File: config.mk
export PLATFORM = sky130hd
export DESIGN_NAME = vec_irq_ctrl
export DESIGN_NICKNAME = d
export VERILOG_FILES = /design/src/rtl/vic_pkg.sv /design/src/rtl/vic_latch_bank.sv /design/src/rtl/vic_prio.sv /design/src/rtl/vic_vec_gen.sv /design/src/rtl/vec_irq_ctrl.sv
export SDC_FILE = /design/constraint.sdc
export NUM_CORES = 1
export LEC_CHECK = 0
export ABC_AREA = 1
export BUFFER_PORTS_ARGS = -buffer_cell sky130_fd_sc_hd__clkbuf_2
export CORE_MARGIN = 2
export CORE_UTILIZATION = 50
export CTS_CLUSTER_SIZE = 8
export DETAILED_ROUTE_END_ITERATION = 7
export PLACE_DENSITY = 0.67
export SKIP_LAST_GASP = 1
export SYNTH_ARGS = -nofsm -noshare
export SYNTH_HDL_FRONTEND = slang
export SYNTH_HIERARCHICAL = 1
export SYNTH_SLANG_ARGS = --single-unit
File: constraint.sdc
create_clock -name clk -period 4.8 [get_ports clk]
set_clock_uncertainty 0.05 [all_clocks]
set_input_delay 0.48 -clock clk [delete_from_list [all_inputs] [get_ports clk]]
set_output_delay 0.48 -clock clk [all_outputs]
set_load 0.005 [all_outputs]
File: src/rtl/vic_pkg.sv
package vic_pkg;
    typedef enum logic [1:0] {
        FS_IDLE = 2'd0,
        FS_HI   = 2'd1,
        FS_LO   = 2'd2
    } fetch_st_t;

    localparam logic [7:0] LBR_OPCODE = 8'hC0;

    localparam logic [2:0] SEL_PAGE = 3'd0;
    localparam logic [2:0] SEL_CTRL = 3'd1;
    localparam logic [2:0] SEL_MASK = 3'd2;
    localparam logic [2:0] SEL_STAT = 3'd3;
    localparam logic [2:0] SEL_POLL = 3'd4;
endpackage

File: src/rtl/vic_latch_bank.sv
module vic_latch_bank #(
    parameter int N_IRQ = 8
) (
    input  logic             clk,
    input  logic             rst_n,
    input  logic [N_IRQ-1:0] req_n,
    input  logic             clr_all,
    input  logic [N_IRQ-1:0] clr_one,
    output logic [N_IRQ-1:0] pend,
    output logic [N_IRQ-1:0] fall
);
    logic [N_IRQ-1:0] prev_q;

    always_ff @(posedge clk or negedge rst_n) begin
        if (!rst_n) prev_q <= '1;
        else        prev_q <= req_n;
    end

    assign fall = prev_q & ~req_n;

    for (genvar i = 0; i < N_IRQ; i++) begin : g_bit
        always_ff @(posedge clk or negedge rst_n) begin
            if (!rst_n)                      pend[i] <= 1'b0;
            else if (fall[i])                pend[i] <= 1'b1;
            else if (clr_all || clr_one[i])  pend[i] <= 1'b0;
        end
    end
endmodule

File: src/rtl/vic_prio.sv
module vic_prio #(
    parameter int N_IRQ = 8,
    localparam int LW = $clog2(N_IRQ)
) (
    input  logic [N_IRQ-1:0] req,
    output logic             valid,
    output logic [LW-1:0]    lvl
);
    always_comb begin
        valid = 1'b0;
        lvl   = '0;
        for (int i = 0; i < N_IRQ; i++) begin
            if (req[i]) begin
                valid = 1'b1;
                lvl   = LW'(i);
            end
        end
    end
endmodule

File: src/rtl/vic_vec_gen.sv
module vic_vec_gen #(
    parameter int DW = 8,
    parameter int LW = 3
) (
    input  logic [DW-1:0] ctrl,
    input  logic [LW-1:0] lvl,
    output logic [DW-1:0] lo_byte
);
    logic [DW-1:0] base;
    logic [DW-1:0] offs;

    assign base    = {ctrl[DW-1:DW-2], {(DW-2){1'b0}}};
    assign offs    = ctrl[0] ? (DW'(lvl) << 3) : (DW'(lvl) << 2);
    assign lo_byte = base + offs;
endmodule

File: src/rtl/vec_irq_ctrl.sv
module vec_irq_ctrl #(
    parameter int N_IRQ = 8,
    parameter int DW    = 8,
    localparam int LW   = $clog2(N_IRQ)
) (
    input  logic             clk,
    input  logic             rst_n,
    input  logic [N_IRQ-1:0] irq_n,
    input  logic             cascade_n,
    input  logic             cs,
    input  logic [2:0]       sel,
    input  logic             rd,
    input  logic             wr,
    input  logic             fetch,
    input  logic [DW-1:0]    wdata,
    output logic [DW-1:0]    rdata,
    output logic             int_n
);
    import vic_pkg::*;

    fetch_st_t        st_q, st_d;
    logic [DW-1:0]    page_q, ctrl_q;
    logic [N_IRQ-1:0] mask_q;
    logic [N_IRQ-1:0] pend, fall, clr_one;
    logic [LW-1:0]    lvl_live, lvl_q;
    logic             valid_live;
    logic [DW-1:0]    lo_byte;
    logic             fe_en, rd_en, wr_en, status_rd;

    assign fe_en     = cs & fetch;
    assign rd_en     = cs & rd & ~fe_en;
    assign wr_en     = cs & wr;
    assign status_rd = rd_en && (sel == SEL_STAT);
    assign clr_one   = (fe_en && st_q == FS_IDLE && valid_live)
                       ? (N_IRQ'(1) << lvl_live) : '0;

    vic_latch_bank #(.N_IRQ(N_IRQ)) u_latch (
        .clk(clk), .rst_n(rst_n), .req_n(irq_n),
        .clr_all(status_rd), .clr_one(clr_one),
        .pend(pend), .fall(fall)
    );

    vic_prio #(.N_IRQ(N_IRQ)) u_prio (
        .req(pend & ~mask_q), .valid(valid_live), .lvl(lvl_live)
    );

    vic_vec_gen #(.DW(DW), .LW(LW)) u_vec (
        .ctrl(ctrl_q), .lvl(lvl_q), .lo_byte(lo_byte)
    );

    // state register
    always_ff @(posedge clk or negedge rst_n) begin
        if (!rst_n) st_q <= FS_IDLE;
        else        st_q <= st_d;
    end

    // next state
    always_comb begin
        st_d = st_q;
        unique case (st_q)
            FS_IDLE: if (fe_en) st_d = FS_HI;
            FS_HI:   if (fe_en) st_d = FS_LO;
            FS_LO:   if (fe_en) st_d = FS_IDLE;
            default: st_d = FS_IDLE;
        endcase
    end

    // registers and outputs
    always_ff @(posedge clk or negedge rst_n) begin
        if (!rst_n) begin
            page_q <= '0;
            ctrl_q <= '0;
            mask_q <= '1;
            lvl_q  <= '0;
            rdata  <= '0;
        end else begin
            if (wr_en) begin
                if (sel == SEL_PAGE) page_q <= wdata;
                if (sel == SEL_CTRL) ctrl_q <= wdata;
                if (sel == SEL_MASK) mask_q <= wdata[N_IRQ-1:0];
            end
            if (fe_en) begin
                unique case (st_q)
                    FS_IDLE: begin
                        rdata <= LBR_OPCODE;
                        lvl_q <= valid_live ? lvl_live : '0;
                    end
                    FS_HI:   rdata <= page_q;
                    FS_LO:   rdata <= lo_byte;
                    default: rdata <= '0;
                endcase
            end else if (rd_en) begin
                if (sel == SEL_STAT)      rdata <= DW'(pend);
                else if (sel == SEL_POLL) rdata <= {valid_live, {(DW-1-LW){1'b0}}, lvl_live};
                else                      rdata <= '0;
            end
        end
    end

    assign int_n = ~((|(pend & ~mask_q)) | ~cascade_n);
endmodule

# [After elaboration in Yosys (flattened, before gate mapping)]
# Cells that the tools add are included.
[word_totals] regBits=53 elab_cells=109 in_bits=26 output_inout_bits=9
[classes] muxes=43 n_reduce_logical=28 eq_ne=9 add_sub_neg=1 shift=1 bitwise_logic=12
[ops] op="$mux W8" count=5
[ops] op="$mux W1" count=25
[ops] op="$pmux W8 S3" count=1
[ops] op="$reduce_bool A2 Y1" count=9
[ops] op="$and A8 B8 Y8" count=2
[ops] op="$not A8 Y8" count=2
[ops] op="$mux W3" count=5
[ops] op="$mux W2" count=5
[ops] op="$add A8 B6 Y8" count=1
[ops] op="$logic_or A1 B1 Y1" count=8
[ops] op="$reduce_and A2 Y1" count=4
[ops] op="$reduce_or A8 Y1" count=1
[ops] op="$shl A1 B3 Y8 const A" count=1
[ops] op="$eq A3 B2 Y1 const B" count=2
[ops] op="$mux W6" count=1
[ops] op="$ne A2 B2 Y1 const B" count=3
[ops] op="$pmux W2 S3" count=1
[ops] op="$and A1 B1 Y1" count=4
[ops] op="$eq A3 B1 Y1 const B" count=1
[ops] op="$eq A3 B3 Y1 const B" count=1
[ops] op="$logic_and A1 B1 Y1" count=3
[ops] op="$logic_not A3 Y1" count=1
[ops] op="$not A1 Y1" count=3
[ops] op="$reduce_and A3 Y1" count=1
[ops] op="other kinds (4)" count=4

# [Depth between registers and ports, before layout]
[logic_depth] depth_word=15 depth_mapped=16 ltp_nobuf=16

# [By module]
# The synthesis kept the hierarchy.
[modules_own_cells] mod="vec_irq_ctrl" instances=1 area_per_inst_um2=2003.2 seq_area_each_um2=935.9 cells_each=263
[modules_own_cells] mod="vic_latch_bank" instances=1 area_per_inst_um2=601.8 seq_area_each_um2=410.4 cells_each=65
[modules_own_cells] mod="vic_prio" instances=1 area_per_inst_um2=77.6 seq_area_each_um2=0.0 cells_each=20
[modules_own_cells] mod="vic_vec_gen" instances=1 area_per_inst_um2=75.1 seq_area_each_um2=0.0 cells_each=16

# [Least setup slack after synthesis]
# No wires, ideal clock.
[synth_timing] kind="reg2reg" startpoint="reg mask_q[3]" endpoint="reg u_latch.pend[7]" setup_ns=0.065 slack_ns=3.247 path_stages_with_launch=15 synth_period_minus_slack_ns=1.553 t_arrival_ns=1.438 path_buffers=0 required_ns=4.685 cell_sequence="dfstp_2 -> inv_1 -> nand2_1 -> inv_1 -> inv_1 -> nand2_1 -> nor3_1 -> nand3_1 -> nand3_2 -> inv_1 -> nand2_1 -> nor2_1 -> nor2_1 -> nand2_1 -> nand2_1"
[synth_via] elab_chain_len=11 elab_cells_between_ends=17
[synth_rtl] element="start: declaration" line="vec_irq_ctrl.sv:23" text="logic [N_IRQ-1:0] mask_q;"
[synth_rtl] element="start signal: assignment" line="vec_irq_ctrl.sv:80" text="if (sel == SEL_MASK) mask_q <= wdata[N_IRQ-1:0];"
[synth_rtl] element="$not A8 Y8" line="vec_irq_ctrl.sv:44" text=".req(pend & ~mask_q), .valid(valid_live), .lvl(lvl_live)"
[synth_rtl] element="$and A8 B8 Y8" line="vec_irq_ctrl.sv:44"
[synth_rtl] element="$mux W1 (5 in a row)" line="vic_prio.sv:13" text="if (req[i]) begin"
[synth_rtl] element="net valid_live" line="vec_irq_ctrl.sv:26" text="logic valid_live;"
[synth_rtl] element="$logic_and A1 B1 Y1" line="vec_irq_ctrl.sv:34" text="assign clr_one = (fe_en && st_q == FS_IDLE && valid_live)"
[synth_rtl] element="$mux W8" line="vec_irq_ctrl.sv:35" text="? (N_IRQ'(1) << lvl_live) : '0;"
[synth_rtl] element="net clr_one[7]" line="vec_irq_ctrl.sv:24" text="logic [N_IRQ-1:0] pend, fall, clr_one;"
[synth_rtl] element="$logic_or A1 B1 Y1" line="vic_latch_bank.sv:25" text="else if (clr_all || clr_one[i]) pend[i] <= 1'b0;"
[synth_rtl] element="$reduce_bool A2 Y1 (no source line)"
[synth_rtl] element="end signal: indexed assignment" line="vic_latch_bank.sv:23" text="if (!rst_n) pend[i] <= 1'b0;"
[synth_rtl] element="end signal: indexed assignment" line="vic_latch_bank.sv:24" text="else if (fall[i]) pend[i] <= 1'b1;"
[synth_rtl] element="end signal: indexed assignment" line="vic_latch_bank.sv:25"
[synth_rtl] element="end: declaration" line="vic_latch_bank.sv:9" text="output logic [N_IRQ-1:0] pend,"
# The timed path passes the listed nets, and every way through them passes these cells.
# A chain may end at the register's enable or synchronous reset.

# [Final worst setup path]
[layout_timing] startpoint="reg mask_q[0]" endpoint="out int_n"
[layout_via] elab_chain_len=5
[layout_rtl] element="$not A8 Y8" line="vec_irq_ctrl.sv:100" text="assign int_n = ~((|(pend & ~mask_q)) | ~cascade_n);"
[layout_rtl] element="$and A8 B8 Y8" line="vec_irq_ctrl.sv:100"
[layout_rtl] element="$reduce_or A8 Y1" line="vec_irq_ctrl.sv:100"
[layout_rtl] element="$or A1 B1 Y1" line="vec_irq_ctrl.sv:100"
[layout_rtl] element="$not A1 Y1" line="vec_irq_ctrl.sv:100"
[layout_rtl] element="end: declaration" line="vec_irq_ctrl.sv:17" text="output logic int_n"
# No other way between the ends.

==> flow_summary.json <==
{
  "p_sw_uw": 384,
  "tightest_slew_ns": 0.596,
  "cts-root-buf": "clkbuf_8",
  "routed_wl_mm": 5.17,
  "gr-total-overflow": 0,
  "die_y_um": 75.3,
  "regArea_um2": 1220,
  "cts_buffer_depth": 2,
  "ff2ff_path_depth": 14,
  "fill_cells": 502,
  "clock-sinks": 48,
  "finalCritPeriodShare_pct": 39.3,
  "gp_congestion": 0.933,
  "crit_start": "mask_q[0]",
  "htree_levels": 2,
  "die-area_um2": 5670,
  "cp_num_buf_inv": 2,
  "hpwl_mm": 4.03,
  "fin_ws_ns": 2.91,
  "cts_resized": 0,
  "synthToLayoutAreaGrowth_pct": 12.7,
  "reg2reg_from": "mask_q[3]",
  "drtIter0Drc": 105,
  "final_layout_size_suffix_gt1_share_pct": 23.3,
  "total_power_uw": 1180,
  "tns_ns": 0,
  "cp.required_ns": 4.27,
  "cpMaxStageDelayCell": "dfstp_2",
  "synth_area_per_cell_um2": 7.45,
  "io_buffers": 34,
  "ys_warn_count": 6,
  "whs_ns": 0.207,
  "peakVddDrop_mv": 0.268,
  "cts_tree": "done",
  "grt_max_degree": 49,
  "hold_viol_final": 0,
  "viasPerCell": 4.65,
  "die_w_um": 75.3,
  "end_kind": "primary output",
  "switching_share_pct": 32.7,
  "p_int_uw": 792,
  "min_path_type": "input pin to asynchronous set/reset pin",
  "p_seq_share_pct": 47.6,
  "syn-cell-area_um2": 2540,
  "diodes": 0,
  "endpoint": "int_n",
  "antenna_found_initial": 0,
  "clkPwrFrac_pct": 27.0,
  "cts_made_buffers": 5,
  "grt_pass1_vias": 1955,
  "r2r_end": "u_latch/pend[7]",
  "fmax_mhz": 530,
  "cp_cell_sequence": "inv_1, nand2_1, nand2_1, nor2_1, nand3_1, nor2_1, clkbuf_2",
  "cellPowerDensity_nw_per_um2": 411,
  "dr_total_vias": 2064,
  "std_cell_rows": 25,
  "start_util_pct": 52.7,
  "netlist_instances": 341,
  "timing.critical_path.fanout_max": 2,
  "power_frac_comb_pct": 25.5,
  "crit_type": "flop to primary output",
  "core_area_um2": 4820,
  "outcome": "completed",
  "wl_per_cell_um": 11.7,
  "cp.arrival_ns": 1.36,
  "cts.hold.buffers_added": 0,
  "cellLeakagePower_uw": 0.00160,
  "slew_viol_final": 0,
  "grt_pass1_wl_mm": 8.76,
  "final_nets": 402,
  "clock_latency_ns": 0.30,
  "maxCapViolCount": 0,
  "antenna_left": 0,
  "cp_num_cells": 7,
  "slew_headroom_pct": 60.3,
  "preCtsSetupSlack_ns": 3.02,
  "rsz0062_at_grt": "no",
  "max_stage_delay_ns": 0.53,
  "postCtsSetupBuffers": 0,
  "grt_usage_pct": 20.9,
  "clkTransAtPathRegs_ns": 0.09,
  "final.min_clock_period_ns": 1.89,
  "drt-pass1-iter-count": 4,
  "ios": 35,
  "multi_input_area_um2": 1030,
  "critPathTopFamily": "flip-flops",
  "rrSetupSlack_ns": 2.98,
  "startpoint_type": "flop",
  "setup_viol": 0,
  "post-route-drc-count": 0
}
==> how the worst min path moves through the flow <==
stage                   start                 to  slack, ns  cells past startpoint
CTS                  irq_n[5]  u_latch/prev_q[5]       0.21                      1
floorplan               rst_n          ctrl_q[0]       0.13                      0
finish                  rst_n          ctrl_q[7]       0.21                      2
global placement    mask_q[2]          mask_q[2]       0.42                      2
global route         irq_n[5]  u_latch/prev_q[5]       0.20                      1
detailed placement  mask_q[0]          mask_q[0]       0.42                      2
==> metrics by stage <==
step,instance area (um^2),cells,utilization (%)
4_1_cts,2860,444,59.4
3_3_place_gp,2740,436,56.8
5_1_grt,2860,444,59.4
6_report,2860,444,59.4
3_5_place_dp,2740,436,56.8
2_1_floorplan,2540,342,-
==> cell usage in the layout, fill, tap and decap left out <==
master	count
a21oi_1	2
buf_4	1
bufinv_16	1
clkbuf_2	34
clkbuf_8	7
clkinv_2	1
conb_1	2
dfrtp_1	32
dfstp_2	16
inv_1	54
inv_2	5
nand2_1	122
nand2_2	4
nand3_1	19
nand3_2	1
nand3_4	1
nand4_4	1
nor2_1	42
nor2_2	2
nor2_4	3
nor3_1	1
o21ai_0	13
o21ai_2	11
o22ai_1	1
or2_1	1
==> worst reg2reg max path: stages (launching register included) <==
cell and delay (ns):
dfstp_2 0.53, inv_1 0.04, nand2_1 0.06, inv_1 0.04, inv_1 0.06, nand2_1 0.07
nor3_1 0.13, nand3_1 0.15, nand3_2 0.13, inv_1 0.04, nand2_1 0.16, nor2_1 0.06
nor2_1 0.12, nand2_1 0.07, nand2_1 0.05
==> state kept, by name (all words and copies together), names as in the netlist <==
| register | cells |
|---|---|
| mask_q | 8 |
| page_q | 8 |
| rdata | 8 |
| u_latch/pend | 8 |
| u_latch/prev_q | 8 |
| ctrl_q | 3 |
| lvl_q | 3 |
| st_q | 2 |
==> power by group through the flow <==
stage	sequential [uW]	clock (uW)	combinational, uW
4_1_cts	560	323	302
6_report	559	317	299
3_5_place_dp	567	0	301
5_1_grt	571	339	354
3_3_place_gp	565	0	297
2_1_floorplan	553	0	219
==> layout make-up <==
type                    count  share of cell area [%]
clock inverters             1                    1.05
multi-input cells         226                    35.9
well taps                  67                    2.93
inverters                  60                    7.91
repair buffers             35                    6.21
flip-flops and latches     48                    42.7
clock buffers               7                    3.37
==> routing by layer <==
metal	vias to the layer above	global-route usage, %	wire [um]
li1	1086	-	-
met1	930	28.4	2510
met2	39	33.6	2400
met3	9	4.42	183
met4	0	6.63	85
met5	-	0	0
(Power assumes the default switching activity.)
